File: src/rtl/pcsi_pkg.sv
package pcsi_pkg;

    typedef enum logic [1:0] {
        SZ_BAD = 2'b00,
        SZ_H16 = 2'b01,
        SZ_W32 = 2'b10,
        SZ_D64 = 2'b11
    } esize_e;

    typedef enum logic [1:0] {
        ST_IDLE   = 2'b00,
        ST_EMIT   = 2'b01,
        ST_REJECT = 2'b10
    } ostate_e;

    function automatic int unsigned elem_bits(input int unsigned code);
        return 8 << code;
    endfunction

endpackage

File: src/rtl/pcsi_elem_count.sv
module pcsi_elem_count #(
    parameter int VEC_W = 256,
    parameter int CNT_W = 5
) (
    input  logic [VEC_W/8-1:0] pred,
    input  logic [1:0]         size,
    output logic [CNT_W-1:0]   count
);
    localparam int PRED_W = VEC_W / 8;

    logic [CNT_W-1:0] cnt_sz [4];

    // Per-size popcount of the lead predicate bit of each element
    for (genvar g = 0; g < 4; g++) begin : g_size
        if (g == 0) begin : g_bad
            assign cnt_sz[g] = '0;
        end else begin : g_legal
            localparam int STEP = 1 << g;
            localparam int NEL  = PRED_W / STEP;
            logic [CNT_W-1:0] acc;
            always_comb begin
                acc = '0;
                for (int i = 0; i < NEL; i++) begin
                    acc = acc + CNT_W'(pred[i*STEP]);
                end
            end
            assign cnt_sz[g] = acc;
        end
    end

    logic unused_pred;
    assign unused_pred = ^pred;

    assign count = cnt_sz[size];

    // count never exceeds the number of elements of the chosen size
    always_comb begin
        a_r4_count_bound: assert (int'(count) <= (VEC_W / (8 << size)))
            else $error("R4: active count %0d above lane count", count);
    end

endmodule

File: src/rtl/pcsi_sat_lane.sv
module pcsi_sat_lane #(
    parameter int EW    = 16,
    parameter int CNT_W = 5
) (
    input  logic [EW-1:0]    elem,
    input  logic [CNT_W-1:0] inc,
    output logic [EW-1:0]    res
);
    localparam int WW = EW + 1;
    localparam logic [EW-1:0] POS_MAX = {1'b0, {(EW-1){1'b1}}};

    logic [WW-1:0] wide;
    logic          ovf;

    always_comb begin
        wide = {elem[EW-1], elem} + WW'(inc);
        ovf  = wide[EW] != wide[EW-1];
        res  = ovf ? POS_MAX : wide[EW-1:0];
    end

    // adding a non-negative count never lowers a lane
    always_comb begin
        a_r5_never_below: assert ($signed(res) >= $signed(elem))
            else $error("R5: lane decreased");
    end

endmodule

File: src/rtl/pcsi_vec_sat.sv
module pcsi_vec_sat #(
    parameter int VEC_W = 256,
    parameter int CNT_W = 5
) (
    input  logic [VEC_W-1:0] vec,
    input  logic [CNT_W-1:0] inc,
    input  logic [1:0]       size,
    output logic [VEC_W-1:0] res
);
    logic [VEC_W-1:0] res_sz [4];

    for (genvar g = 0; g < 4; g++) begin : g_size
        if (g == 0) begin : g_bad
            assign res_sz[g] = vec;
        end else begin : g_legal
            localparam int EW = 8 << g;
            localparam int NL = VEC_W / EW;
            logic [VEC_W-1:0] lanes_out;
            for (genvar l = 0; l < NL; l++) begin : g_lane
                pcsi_sat_lane #(.EW(EW), .CNT_W(CNT_W)) i_lane (
                    .elem (vec[l*EW +: EW]),
                    .inc  (inc),
                    .res  (lanes_out[l*EW +: EW])
                );
            end
            assign res_sz[g] = lanes_out;
        end
    end

    assign res = res_sz[size];

endmodule

File: src/rtl/predcount_sat_inc.sv
module predcount_sat_inc
    import pcsi_pkg::*;
#(
    parameter int VEC_W = 256
) (
    input  logic               clk,
    input  logic               rst,
    input  logic               in_valid,
    input  logic [1:0]         in_size,
    input  logic [VEC_W-1:0]   in_vec,
    input  logic [VEC_W/8-1:0] in_pred,
    output logic               out_valid,
    output logic               out_illegal,
    output logic [VEC_W-1:0]   out_vec
);
    localparam int MAX_EL = VEC_W / 16;
    localparam int CNT_W  = $clog2(MAX_EL + 1);

    ostate_e          st_q, st_d;
    logic [CNT_W-1:0] act_cnt;
    logic [VEC_W-1:0] sat_vec;
    logic [VEC_W-1:0] vec_q;
    logic             legal;

    assign legal = in_size != SZ_BAD;

    pcsi_elem_count #(.VEC_W(VEC_W), .CNT_W(CNT_W)) i_count (
        .pred  (in_pred),
        .size  (in_size),
        .count (act_cnt)
    );

    pcsi_vec_sat #(.VEC_W(VEC_W), .CNT_W(CNT_W)) i_sat (
        .vec  (in_vec),
        .inc  (act_cnt),
        .size (in_size),
        .res  (sat_vec)
    );

    // Next state from the request just sampled
    always_comb begin
        st_d = ST_IDLE;
        if (in_valid) begin
            st_d = legal ? ST_EMIT : ST_REJECT;
        end
    end

    always_ff @(posedge clk) begin
        if (rst) begin
            st_q <= ST_IDLE;
        end else begin
            st_q <= st_d;
        end
    end

    always_ff @(posedge clk) begin
        if (rst) begin
            vec_q <= '0;
        end else if (in_valid && legal) begin
            vec_q <= sat_vec;
        end
    end

    // Outputs decoded from the state
    always_comb begin
        out_valid   = 1'b0;
        out_illegal = 1'b0;
        unique case (st_q)
            ST_IDLE:   ;
            ST_EMIT:   out_valid   = 1'b1;
            ST_REJECT: out_illegal = 1'b1;
            default:   ;
        endcase
    end

    assign out_vec = vec_q;

    // a legal request yields a valid result one cycle later
    a_r6_emit_next: assert property (@(posedge clk) disable iff (rst)
        (in_valid && in_size != 2'b00) |=> (out_valid && !out_illegal));

    // an illegal code flags, gives no result and keeps the data
    a_r2_reject_next: assert property (@(posedge clk) disable iff (rst)
        (in_valid && in_size == 2'b00) |=> (out_illegal && !out_valid && $stable(out_vec)));

    // no request, no output strobe
    a_r6_quiet: assert property (@(posedge clk) disable iff (rst)
        !in_valid |=> (!out_valid && !out_illegal));

    // reset clears the outputs
    a_r7_reset_clear: assert property (@(posedge clk)
        rst |=> (!out_valid && !out_illegal && out_vec == '0));

endmodule

File: config.mk
export PLATFORM = sky130hd
export DESIGN_NAME = predcount_sat_inc
export DESIGN_NICKNAME = d
export VERILOG_FILES = /design/src/rtl/pcsi_pkg.sv /design/src/rtl/pcsi_elem_count.sv /design/src/rtl/pcsi_sat_lane.sv /design/src/rtl/pcsi_vec_sat.sv /design/src/rtl/predcount_sat_inc.sv
export SDC_FILE = /design/constraint.sdc
export NUM_CORES = 2
export LEC_CHECK = 0
export BUFFER_PORTS_ARGS = -buffer_cell sky130_fd_sc_hd__buf_4
export CAP_MARGIN = 30
export CELL_PAD_IN_SITES_DETAIL_PLACEMENT = 1
export CELL_PAD_IN_SITES_GLOBAL_PLACEMENT = 2
export CORE_MARGIN = 8
export CORE_UTILIZATION = 31
export CTS_CLUSTER_DIAMETER = 30
export DETAILED_ROUTE_END_ITERATION = 7
export PLACE_DENSITY = 0.89
export SLEW_MARGIN = 20
export SYNTH_ARGS = -nofsm -noshare
export SYNTH_HDL_FRONTEND = slang
export SYNTH_SLANG_ARGS = --single-unit
File: constraint.sdc
create_clock -name clk -period 10.8 [get_ports clk]
set_clock_uncertainty 0.2 [all_clocks]
set_input_delay 1.08 -clock clk [delete_from_list [all_inputs] [get_ports clk]]
set_output_delay 1.08 -clock clk [all_outputs]
set_load 0.03 [all_outputs]
==> results.md <==
- Of the available clock period, the critical path in the final layout requires 0.859.
- Max-cap violations in this run came to 0.
- The first routing iteration left between 2000 and 3000 violations.
- The final number of hold-violating endpoints came to 0.
- For this run, the number of Yosys warnings is 0.
- Summing over every cut layer, the via total after detailed routing is around 31000.
- The count of buffering cells on the critical path with inverters included is 5.
- The slowest library cell on the worst path is sky130_fd_sc_hd__fa_1.
- After the last flow step, the layout net total stands at approximately 4400.
- The via count of the first global-routing pass is 31800.
- Averaged over all synthesized cells, the footprint is about 7.2 µm².
- The non-filler instance count after layout is roughly 5000.
- After detailed routing, the total wire length is about 140000 µm.
- The maximum clock frequency is between 100 and 150 MHz.
- The post-detailed-placement half-perimeter wirelength is approximately 110000 µm.
- The worst hold slack across all endpoints is approximately 0.24 ns.
- Along the worst path, the maximum fanout reaches 8.
- Global routing finished with a remaining overflow of 0.
- After detailed routing, the met3 layer carries approximately 13000 µm of wire.
- The class of the tightest hold or removal check is reg -> reg.
- The worst slew slack as a fraction of its limit is 0.298.
- After floorplanning, the core was sized to cover 80200 µm².
- After detailed placement, the total cell area comes to about 30000 µm².
- No sink is reached through more buffers than the 3 on the longest clock path.
- The clock tree from TritonCTS is yes.
- The quantity of hold-fixing buffers added after cts is 0.
- The analysis attributes to cell leakage a power of 13.4 nW.
- The most used cell along the critical path is sky130_fd_sc_hd__fa_1.
- The portion of the post-synthesis area used by sequential elements is 0.207.
- The initial utilization of the core area, before any placement, comes to 0.312.
- The highest signal layer in the routed design is met5.
- Buffers inserted during clock tree synthesis total 95.
- The height of the die is roughly 300 µm.
- The floorplan step defined a die boundary enclosing 90000 µm².
- Across every metal layer, demand over resource in global routing totals 0.296.
- The type of origin of the critical path is an input port.
- The overall power is 6.18 mW.
- Setup violations remaining at the end of the flow were counted as 0.
- Clock latency on the worst-skew pair, taken at its later pin, is approximately 0.63 ns.
- The x dimension of the die is between 200 and 300 µm.
- The critical path is of the in -> reg type.
- The maximum VDD drop is 122 µV.
- The final count of pins violating max slew is 0.
- The first global-routing pass estimated approximately 210000 µm of wire.
- For this run, design rule violations remaining after detail routing come to 0.
- The worst-margin pin slew is about 1.1 ns.
- The number of instances resized during post-cts repair is 0.
- The most common cell after layout, fill and taps aside is sky130_fd_sc_hd__buf_4.
- The number of antenna violations at the first check in global routing is 20.
- The placed cell count is between 4000 and 5000.
- The final critical path time including I/O delays and setup is roughly 9.3 ns.
- After detailed routing, the average wire length per cell comes to about 28 µm.
- The post-synthesis cell area is roughly 25000 µm².
- Setup repair after global routing left no endpoint under its margin.
- The largest net degree at the start of global routing is between 60 and 70.
- In this run, synthesis produced a sequential element count of around 260.
- The number of buffers added on ports is 534.
- The top flip-flop cell by instance count after synthesis is sky130_fd_sc_hd__dfxtp_1.
- The synthesis-to-finish area growth is 34.7%.
- Synthesis produced a netlist whose cell count is roughly 3500.
- The number of enable flip-flop cells after synthesis is 0.
- The final weighted congestion in routability-driven placement is slightly below 1.
- STA classifies the critical path endpoint as a flop.
- After routing, the total negative slack on setup checks comes to 0 ns.
- The clock-pin transition on the worst setup and hold timing paths is 0.04 ns.
- Clock tree synthesis found a total of roughly 260 sinks.
- The run finished with clean final reports.
- The clock tree root buffer cell is sky130_fd_sc_hd__clkbuf_16.
- The total number of placement rows is roughly 100.
- The fraction of registers with async set or reset after synthesis is 0.
- The routed metal-1 wirelength is around 57000 µm.
- The routed design uses around 63000 µm of met2 wire.
- The power per unit of standard cell area is 183 nW/µm².
- In this run, distinct cell masters in the synthesized netlist total 95.
- The mean number of vias per cell is 6.15.
- The cell area after layout is around 34000 µm².
- The kind of cell with the highest combined delay along the critical path is adder cells.
- The first detailed-routing pass took 8 iterations.
- The fraction of layout cells with a size suffix above 1 is 0.212.
- For this run, the slowest stage of the critical path takes around 0.54 ns.
- The count of nets left with antenna violations once routing finished came out at 0.
- The total number of H-tree levels is 3.
- The post-CTS repair timing setup buffer count is 0.
- In the layout the commonest cells are sky130_fd_sc_hd__buf_4 (613), sky130_fd_sc_hd__nor2_1 (418), sky130_fd_sc_hd__nand2_1 (342), sky130_fd_sc_hd__dfxtp_1 (258), sky130_fd_sc_hd__a21oi_1 (184).
- The required time at the worst-slack endpoint is 11.08 ns.
- The total nets after synthesis is about 3900.
- Data on the critical path arrives at its endpoint at between 9 and 10 ns.
- ~550 I/O pins were placed.
- Fill cells in the final layout number around 10000.
[state kept, by name (all words and copies together) (netlist names)]
register	count
st_q	2
out_vec	256
[cells by family (layout without fill, tap and decap cells)]
kind of cell / Yosys count / in the layout / synth area share
AOI/OAI and AO/OA: 992 / 992 / 0.270
xor gates and xnor gates: 277 / 277 / 0.0970
adders and majority gates: 149 / 149 / 0.0839
buffers and inverters: 320 / 878 / 0.0528
DFF: 258 / 258 / 0.207
muxes: 21 / 21 / 0.00871
other: 0 / 16 / 0
and+or+nand+nor: 1463 / 1463 / 0.281
[worst paths after layout]
check	start	to	slack [ns]	cells after the start
min reg2reg	out_vec[16]	out_vec[16]	0.24	2
min	out_vec[16]	out_vec[16]	0.24	2
max	in_pred[0]	out_vec[215]	1.52	30
max reg2reg	out_vec[48]	out_vec[48]	9.38	3
[area by class of cell]
cell class	instances	area [µm²]	area share
antenna	16	40.0	0.00119
multi-input combinational	2902	18600	0.553
inverter	81	304	0.00903
sequential	258	5160	0.153
clock inverter	47	810	0.0240
timing repair buffer	618	4640	0.138
tap	1060	1330	0.0394
clock buffer	132	2770	0.0821
[power by group]
part / switching, mW / internal, mW / leakage, nW
registers: 0.0751 / 1.05 / 2.14
logic: 1.29 / 0.723 / 9.51
clock network: 0.862 / 2.18 / 1.76
total: 2.22 / 3.95 / 13.4
[Yosys cell counts, types with 51 or more instances]
master | instances | share of area
sky130_fd_sc_hd__nor2_1 | 422 | 0.063
sky130_fd_sc_hd__nand2_1 | 344 | 0.052
sky130_fd_sc_hd__dfxtp_1 | 258 | 0.21
sky130_fd_sc_hd__clkbuf_1 | 202 | 0.030
sky130_fd_sc_hd__a21oi_1 | 184 | 0.037
sky130_fd_sc_hd__o21ai_0 | 181 | 0.036
sky130_fd_sc_hd__xnor2_1 | 165 | 0.058
sky130_fd_sc_hd__nand3_1 | 163 | 0.033
sky130_fd_sc_hd__nor3_1 | 148 | 0.030
sky130_fd_sc_hd__a211oi_1 | 120 | 0.036
sky130_fd_sc_hd__ha_1 | 118 | 0.059
sky130_fd_sc_hd__nand4_1 | 112 | 0.028
sky130_fd_sc_hd__xor2_1 | 112 | 0.039
sky130_fd_sc_hd__inv_1 | 77 | 0.012
sky130_fd_sc_hd__nor4_1 | 61 | 0.015
sky130_fd_sc_hd__a31oi_1 | 51 | 0.013
[worst register-to-register path: stages, from the launching register on]
cell	delay, ns
sky130_fd_sc_hd__dfxtp_1	0.40
sky130_fd_sc_hd__o22ai_1	0.13
sky130_fd_sc_hd__a2111o_1	0.41
sky130_fd_sc_hd__o211ai_1	0.20
[metrics by stage]
stage	utilization	setup WS [ns]
finish	0.420	1.52
global route	0.420	1.24
CTS	0.419	1.73
detailed placement	0.375	1.08
global placement	0.375	1.20
floorplan	-	0.797
[per-layer routing]
layer  global-route usage  up-vias
li1                     -    13900
met1                0.377    15400
met2                0.463     1727
met3               0.0648      432
met4                0.158        4
met5                    0        -
Note: power is estimated with default switching activity, not from simulation.
